<file path="config.mk">
export PLATFORM = sky130hd
export DESIGN_NAME = mgmt_indirect_bridge
export DESIGN_NICKNAME = d
export VERILOG_FILES = /design/src/rtl/mib_pkg.sv /design/src/rtl/mib_cmd_decode.sv /design/src/rtl/mib_access_engine.sv /design/src/rtl/mgmt_indirect_bridge.sv
export SDC_FILE = /design/constraint.sdc
export NUM_CORES = 1
export LEC_CHECK = 0
export BUFFER_PORTS_ARGS = -buffer_cell sky130_fd_sc_hd__buf_4
export CAP_MARGIN = 20
export CORE_UTILIZATION = 55
export CTS_CLUSTER_DIAMETER = 50
export CTS_CLUSTER_SIZE = 16
export DETAILED_ROUTE_END_ITERATION = 12
export GPL_TIMING_DRIVEN = 0
export PLACE_DENSITY = 0.84
export SYNTH_ARGS = -nofsm -noshare
export SYNTH_HDL_FRONTEND = slang
export SYNTH_HIERARCHICAL = 1
export SYNTH_SLANG_ARGS = --single-unit
export TNS_END_PERCENT = 100
</file>
<file path="constraint.sdc">
create_clock -name clk -period 6.4 [get_ports clk]
set_input_delay 0.64 -clock clk [delete_from_list [all_inputs] [get_ports clk]]
set_output_delay 0.64 -clock clk [all_outputs]
set_load 0.02 [all_outputs]
</file>
<file path="src/rtl/mib_pkg.sv">
package mib_pkg;
  localparam int MIB_DATA_W = 16;
  localparam int MIB_ADDR_W = 5;
  localparam int MIB_OP_W   = MIB_DATA_W - 2 * MIB_ADDR_W;

  localparam logic [MIB_OP_W-1:0] MIB_OP_READ  = 6'b100110;
  localparam logic [MIB_OP_W-1:0] MIB_OP_WRITE = 6'b100101;

  localparam logic [MIB_ADDR_W-1:0] MIB_REG_CMD  = 5'd0;
  localparam logic [MIB_ADDR_W-1:0] MIB_REG_DATA = 5'd1;

  typedef enum logic [1:0] {
    PH_IDLE  = 2'd0,
    PH_ISSUE = 2'd1,
    PH_WAIT  = 2'd2
  } mib_phase_e;
endpackage

</file>
<file path="src/rtl/mib_cmd_decode.sv">
module mib_cmd_decode
  import mib_pkg::*;
(
  input  logic [MIB_DATA_W-1:0] cmd_word,
  output logic                  cmd_ok,
  output logic                  cmd_write,
  output logic [MIB_ADDR_W-1:0] cmd_dev,
  output logic [MIB_ADDR_W-1:0] cmd_reg
);
  logic [MIB_OP_W-1:0] op;

  always_comb begin
    op        = cmd_word[MIB_DATA_W-1 -: MIB_OP_W];
    cmd_dev   = cmd_word[2*MIB_ADDR_W-1 -: MIB_ADDR_W];
    cmd_reg   = cmd_word[MIB_ADDR_W-1:0];
    cmd_write = (op == MIB_OP_WRITE);
    cmd_ok    = (op == MIB_OP_WRITE) || (op == MIB_OP_READ);
  end
endmodule

</file>
<file path="src/rtl/mib_access_engine.sv">
module mib_access_engine
  import mib_pkg::*;
#(
  parameter int RF_LATENCY = 2
) (
  input  logic                  clk,
  input  logic                  rst_n,
  input  logic                  start,
  input  logic                  start_we,
  input  logic [MIB_ADDR_W-1:0] start_dev,
  input  logic [MIB_ADDR_W-1:0] start_reg,
  input  logic [MIB_DATA_W-1:0] start_wdata,
  output logic                  rf_en,
  output logic                  rf_we,
  output logic [MIB_ADDR_W-1:0] rf_dev,
  output logic [MIB_ADDR_W-1:0] rf_reg,
  output logic [MIB_DATA_W-1:0] rf_wdata,
  output logic                  done,
  output logic                  idle
);
  localparam int CNT_W = $clog2(RF_LATENCY + 1);
  localparam logic [CNT_W-1:0] CNT_LAST = CNT_W'(RF_LATENCY);

  mib_phase_e             phase_q;
  logic [CNT_W-1:0]       cnt_q;
  logic                   we_q;
  logic [MIB_ADDR_W-1:0]  dev_q;
  logic [MIB_ADDR_W-1:0]  reg_q;
  logic [MIB_DATA_W-1:0]  wd_q;

  assign rf_en    = (phase_q == PH_ISSUE);
  assign rf_we    = we_q;
  assign rf_dev   = dev_q;
  assign rf_reg   = reg_q;
  assign rf_wdata = wd_q;
  assign done     = (phase_q == PH_WAIT) && (cnt_q == CNT_LAST);
  assign idle     = (phase_q == PH_IDLE);

  always_ff @(posedge clk or negedge rst_n) begin
    if (!rst_n) begin
      phase_q <= PH_IDLE;
      cnt_q   <= '0;
      we_q    <= 1'b0;
      dev_q   <= '0;
      reg_q   <= '0;
      wd_q    <= '0;
    end else begin
      unique case (phase_q)
        PH_IDLE: begin
          if (start) begin
            phase_q <= PH_ISSUE;
            we_q    <= start_we;
            dev_q   <= start_dev;
            reg_q   <= start_reg;
            wd_q    <= start_wdata;
          end
        end
        PH_ISSUE: begin
          phase_q <= PH_WAIT;
          cnt_q   <= CNT_W'(1);
        end
        PH_WAIT: begin
          if (cnt_q == CNT_LAST) phase_q <= PH_IDLE;
          else                   cnt_q   <= cnt_q + CNT_W'(1);
        end
        default: phase_q <= PH_IDLE;
      endcase
    end
  end
endmodule

</file>
<file path="src/rtl/mgmt_indirect_bridge.sv">
module mgmt_indirect_bridge
  import mib_pkg::*;
#(
  parameter int RF_LATENCY = 2
) (
  input  logic                  clk,
  input  logic                  rst_n,
  input  logic [MIB_ADDR_W-1:0] strap_addr,
  input  logic                  req_valid,
  output logic                  req_ready,
  input  logic                  req_we,
  input  logic [MIB_ADDR_W-1:0] req_phy,
  input  logic [MIB_ADDR_W-1:0] req_reg,
  input  logic [MIB_DATA_W-1:0] req_wdata,
  output logic                  rsp_valid,
  input  logic                  rsp_ready,
  output logic [MIB_DATA_W-1:0] rsp_rdata,
  output logic                  rf_en,
  output logic                  rf_we,
  output logic [MIB_ADDR_W-1:0] rf_dev,
  output logic [MIB_ADDR_W-1:0] rf_reg,
  output logic [MIB_DATA_W-1:0] rf_wdata,
  input  logic [MIB_DATA_W-1:0] rf_rdata
);
  localparam logic [MIB_DATA_W-1:0] NO_DEVICE = {MIB_DATA_W{1'b1}};

  logic                  busy_q, dpend_q, rsp_valid_q;
  logic [MIB_DATA_W-1:0] cmd_q, data_q, rsp_data_q;

  logic                  direct, hit, fire, eng_done, eng_idle;
  logic                  cmd_ok, cmd_write, start;
  logic [MIB_ADDR_W-1:0] cmd_dev, cmd_reg;
  logic                  st_we;
  logic [MIB_ADDR_W-1:0] st_dev, st_reg;
  logic [MIB_DATA_W-1:0] st_wd, own_rd;

  assign direct    = (strap_addr == '0);
  assign hit       = (req_phy == strap_addr);
  assign req_ready = !rsp_valid_q && !dpend_q;
  assign fire      = req_valid && req_ready;
  assign rsp_valid = rsp_valid_q;
  assign rsp_rdata = rsp_data_q;

  mib_cmd_decode u_dec (
    .cmd_word (req_wdata),
    .cmd_ok   (cmd_ok),
    .cmd_write(cmd_write),
    .cmd_dev  (cmd_dev),
    .cmd_reg  (cmd_reg)
  );

  always_comb begin
    start = 1'b0;
    if (fire) begin
      if (direct) start = 1'b1;
      else        start = hit && req_we && (req_reg == MIB_REG_CMD) && !busy_q && cmd_ok;
    end
    st_we  = direct ? req_we    : cmd_write;
    st_dev = direct ? req_phy   : cmd_dev;
    st_reg = direct ? req_reg   : cmd_reg;
    st_wd  = direct ? req_wdata : data_q;
  end

  always_comb begin
    unique case (req_reg)
      MIB_REG_CMD:  own_rd = {busy_q, cmd_q[MIB_DATA_W-2:0]};
      MIB_REG_DATA: own_rd = data_q;
      default:      own_rd = '0;
    endcase
  end

  mib_access_engine #(.RF_LATENCY(RF_LATENCY)) u_eng (
    .clk        (clk),
    .rst_n      (rst_n),
    .start      (start),
    .start_we   (st_we),
    .start_dev  (st_dev),
    .start_reg  (st_reg),
    .start_wdata(st_wd),
    .rf_en      (rf_en),
    .rf_we      (rf_we),
    .rf_dev     (rf_dev),
    .rf_reg     (rf_reg),
    .rf_wdata   (rf_wdata),
    .done       (eng_done),
    .idle       (eng_idle)
  );

  always_ff @(posedge clk or negedge rst_n) begin
    if (!rst_n) begin
      busy_q      <= 1'b0;
      dpend_q     <= 1'b0;
      rsp_valid_q <= 1'b0;
      cmd_q       <= '0;
      data_q      <= '0;
      rsp_data_q  <= '0;
    end else begin
      if (rsp_valid_q && rsp_ready) rsp_valid_q <= 1'b0;

      if (eng_done) begin
        if (dpend_q) begin
          dpend_q     <= 1'b0;
          rsp_valid_q <= 1'b1;
          rsp_data_q  <= rf_we ? '0 : rf_rdata;
        end else begin
          busy_q <= 1'b0;
          if (!rf_we) data_q <= rf_rdata;
        end
      end

      if (fire) begin
        if (direct) begin
          dpend_q <= 1'b1;
        end else begin
          rsp_valid_q <= 1'b1;
          if (!hit)        rsp_data_q <= req_we ? '0 : NO_DEVICE;
          else if (!req_we) rsp_data_q <= own_rd;
          else begin
            rsp_data_q <= '0;
            if (start) begin
              busy_q <= 1'b1;
              cmd_q  <= req_wdata;
            end else if (req_reg == MIB_REG_DATA && !busy_q) begin
              data_q <= req_wdata;
            end
          end
        end
      end
    end
  end
endmodule

</file>
# == Word level (Yosys, flattened, before mapping) ==
# Cells that the tools add are included.
# totals
word_cells,89
reg_bits,81
input_bits,52
# op_classes
n_mux,44
n_reduce_logical,21
bitwise_logic,1
add_sub_neg,1
n_eq_ne,10
# ops
op,n
two-way mux 16 bit,18
case mux 16 bit (2 select lines),1
two-way mux 1 bit,18
"== test 6 bit, second input constant",2
logical NOT 5 bit,2
two-way mux 5 bit,2
logical AND 1 bit,9
two-way mux 2 bit,3
case mux 2 bit (3 select lines),1
AND reduction 2 bit,3
"== test 5 x 1 -> 1 bit, second input constant",1
== test 5 bit,1
AND reduction 5 bit,1
"== test 2 bit, second input constant",2
"inequality test 2 bit, second input constant",2
case mux 2 bit (2 select lines),1
logical NOT 1 bit,3
"adder 2 x 1 -> 2 bit, second input constant",1
"== test 2 x 1 -> 1 bit, second input constant",1
logical NOT 2 bit,1
"inequality test 2 x 1 -> 1 bit, second input constant",1
nonzero test 2 bit,1
logical OR 1 bit,1
inverter 1 bit,1

# == Depth between registers and ports, before layout ==
# depth
ltp_word,12
mapped_depth,9
ltp_nobuf,7

# == Modules after synthesis ==
# Netlist, hierarchy kept.
# modules_own_cells
module,seq_area_each_um2,cells_per_inst,area_per_inst_um2,instances
mgmt_indirect_bridge,1251.2,276,3136.8,1
mib_access_engine,775.7,78,1337.5,1
mib_cmd_decode,0.0,14,111.4,1

# == Least setup slack after synthesis ==
# No wires, ideal clock.
# synth_path
path_type,input port to flip-flop
from,input port strap_addr[1]
to,register u_eng.dev_q[4] (netlist: u_eng/rf_dev[4])
slack_ns,3.596
required_ns,6.275
t_arrival_ns,2.679
cell_stages,9
cell_sequence,or4_1 > nor2_1 > buf_2 > buf_2 > a22o_1 > nor3b_2 > buf_6 > buf_12 > mux2_4
# synth_via
elab_chain_cells,8
elab_cells_between_ends,10
classes_between,eq/ne (1); mux (3); reduce/logical (6)
# synth_lines
item,line,rtl
from (decl),mgmt_indirect_bridge.sv:8,"input logic [MIB_ADDR_W-1:0] strap_addr,"
== test 5 bit,mgmt_indirect_bridge.sv:38,assign hit = (req_phy == strap_addr);
logical AND 1 bit (4 in series),mgmt_indirect_bridge.sv:56,else start = hit && req_we && (req_reg == MIB_REG_CMD) && !busy_q && cmd_ok;
two-way mux 1 bit *,mgmt_indirect_bridge.sv:55,if (direct) start = 1'b1;
two-way mux 1 bit *,mgmt_indirect_bridge.sv:54,if (fire) begin
net start,mgmt_indirect_bridge.sv:31,"logic cmd_ok, cmd_write, start;"
AND reduction 2 bit (no line) *,n/a,
to (signal assigned),mib_access_engine.sv:53,dev_q <= start_dev;
to (decl),mib_access_engine.sv:27,logic [MIB_ADDR_W-1:0] dev_q;
# The timed path passes the listed nets; every way through them passes the cells marked *.
# A chain may end at the register's enable or synchronous reset.

# == Final worst setup path ==
# layout_path
from,input port strap_addr[1]
to,register u_eng.we_q (netlist: u_eng/rf_we)
# layout_via
elab_chain_cells,8
elab_cells_between_ends,10
classes_between,eq/ne (1); mux (3); reduce/logical (6)
# layout_lines
item,line,rtl
== test 5 bit,mgmt_indirect_bridge.sv:38,
logical AND 1 bit (4 in series),mgmt_indirect_bridge.sv:56,
two-way mux 1 bit *,mgmt_indirect_bridge.sv:55,
two-way mux 1 bit *,mgmt_indirect_bridge.sv:54,
net start,mgmt_indirect_bridge.sv:31,
AND reduction 2 bit (no line) *,n/a,
to (signal assigned),mib_access_engine.sv:52,we_q <= start_we;
to (decl),mib_access_engine.sv:26,logic we_q;
# Marked as above.

==> results.md <==
* Run status: complete, no violations
* IO buf count at 96
* Startpoint of the worst-slack reg-to-reg timing path: u_eng/cnt_q[0]
* First-pass GRT wire length at 18.71 mm
* Power per cell area at 206.1 nW/um^2
* Number of inserted diodes at 0
* Die span in x at 93.27 um
* Number of cells produced by synthesis at 367
* Netlist area before placement at 4582 sq um
* Count of final hold-check violations at 0
* Highest cell delay on the worst timing path at 0.63 ns
* Via count of the first global-routing pass at 3,626
* Actual slew at the worst max-slew pin at 0.6684 ns
* Max-cap viol count at 0
* Number of gates given a new drive strength after cts at 0
* Average cell area after synthesis at 12.48 sq um
* Number of clock sinks seen by CTS at 81
* Multi-input combinational cell area at 2280 sq um
* Top achievable clock speed at 328.8 MHz
* Vias/cell at 5.976
* Final hold slack at 0.2346 ns
* Initial antenna violation count at 0
* Most frequent cells in the layout: buf_4 (108), dfrtp_1 (81), mux2_2 (73)
* Net count after synthesis at 420
* Post-route fraction of the period consumed by the critical path at 0.4752
* TritonCTS Buffers at 9
* Aggregate global routing overflow at 0
* Crit path required time at 6.65 ns
* Layout area overhead at 24.69%
* Share of post-route cells with drive strength above 1 at 0.5313
* Post-layout min period at 3.041 ns
* Worst vdd rail ir drop at 0.0001193 V
* GR Util All Layers at 0.2878
* Effective utilization at floorplan at 0.5809
* Class of the most critical setup path: in -> reg
* CTS Hold Bufs at 0
* Path category of the worst min-delay check: in -> async
* Total I/O pin count at 98
* Root Buffer: clkbuf_8
* Critical path fanouts, max at 10
* Fin Setup TNS at 0 ns
* Maximum count of clock buffers along a single path at 2
* Count of routing violations after the opening detailed-route iteration at 248
* Skew-Pair Late Insertion Delay at 0.37 ns
* Skew final at 0.01267 ns
* Residual antenna-violating net count after detailed routing at 0
* Most frequent standard cell in the layout excluding fill and tap cells: buf_4
* Type of element launching the critical path: input port
* TritonCTS clock tree: yes
* Critical Path, Cell by Cell: buf_4 -> or4_1 -> nor2_1 -> buf_2 -> buf_2 -> a22o_1 -> nor3b_2 -> buf_6 -> buf_12 -> mux2_4
* Dpl hpwl at 8.182 mm
* Final WL at 11.98 mm
* Arr. time, crit path at 3.29 ns
* Total of endpoints with negative setup slack in the final report at 0
* Total die area at 8699 sq um
* Number of buffers inserted to repair setup after CTS at 0
* Row count at 32
* Height of the die at 93.27 um
* Number of nets at the end of the flow at 528
* Largest net degree at the start of global routing at 82
* Filler cells at 538
* Slowest cell on crit path: or4_1
* Synth Warn # at 6
* Via count at 3,478
* Depth of the CTS H-tree at 3
* Headroom to the max-slew limit at 0.5528
* Post-Layout Inst Area at 5713 sq um
* Post-DP Area at 5430 sq um
* CP startpoint: strap_addr[1]
* Number of pins exceeding their max-slew limit in the final report at 0
* Placer's final routability congestion estimate at 0.8635
* Most used cell along the critical path: buf_2
* Pleak at 2.769 nW
* Area occupied by registers at 2027 sq um
* Worst-path clk slew at 0.08 ns
* Crit end category: flip-flop
* Detail-routed net length per standard cell at 20.58 um
* RSZ-0062 raised after global routing: no
* Number of remaining DRC errors at 0
* Router iterations before antenna repair at 4
* Core box area at 7888 sq um
final timing paths:
path	cells after the start	slack, ns	endpoint
worst max-delay path	10	3.36	u_eng/rf_we
worst min-delay path	1	0.23	u_eng/rf_reg[2]
worst max register to register	8	3.45	data_q[5]
worst min register to register	1	0.51	cmd_q[2]
max in group asynchronous	2	5.56	cmd_q[9]
min in group clk	1	0.51	cmd_q[2]
where the power goes:
| part | internal (mW) | switching (mW) | leakage, nW |
|---|---|---|---|
| logic | 0.0709 | 0.0833 | 1.55 |
| registers | 0.527 | 0.0119 | 1.09 |
| clock network | 0.291 | 0.193 | 0.129 |
critical path: cells and delay by family:
| family | cells | cell delay [ns] |
|---|---|---|
| AO/OA/AOI/OAI | 1 | 0.21 |
| buffers and inverters | 5 | 1.14 |
| multiplexers | 1 | 0.30 |
| AND/OR/NAND/NOR | 3 | 0.98 |
area by class of cell:
cell class                 instances  share of cell area
multi-input combinational        244              0.3990
buffer                            39             0.04621
timing repair buffer              97              0.1297
inverter                           3            0.001971
clock inverter                     4             0.01708
tap                              102             0.02234
sequential                        81              0.3548
clock buffer                      12             0.02891
stage by stage:
step | util | total power, mW | setup slack, ns | std cells
3_3_place_gp | 0.6885 | 0.6956 | 3.043 | 565
3_5_place_dp | 0.6885 | 0.7010 | 3.010 | 565
6_report | 0.7243 | 1.177 | 3.359 | 582
5_1_grt | 0.7243 | 1.213 | 3.284 | 582
4_1_cts | 0.7218 | 1.177 | 3.393 | 581
2_1_floorplan | - | 0.6205 | 3.596 | 367
per-layer routing:
layer	share of wire	track usage	vias up
met5	0	0	-
met4	0.023	0.1346	0
met3	0.070	0.04390	28
met2	0.49	0.4688	155
met1	0.41	0.3774	1731
li1	-	-	1564
No activity file was read; power rests on OpenSTA's default activity.
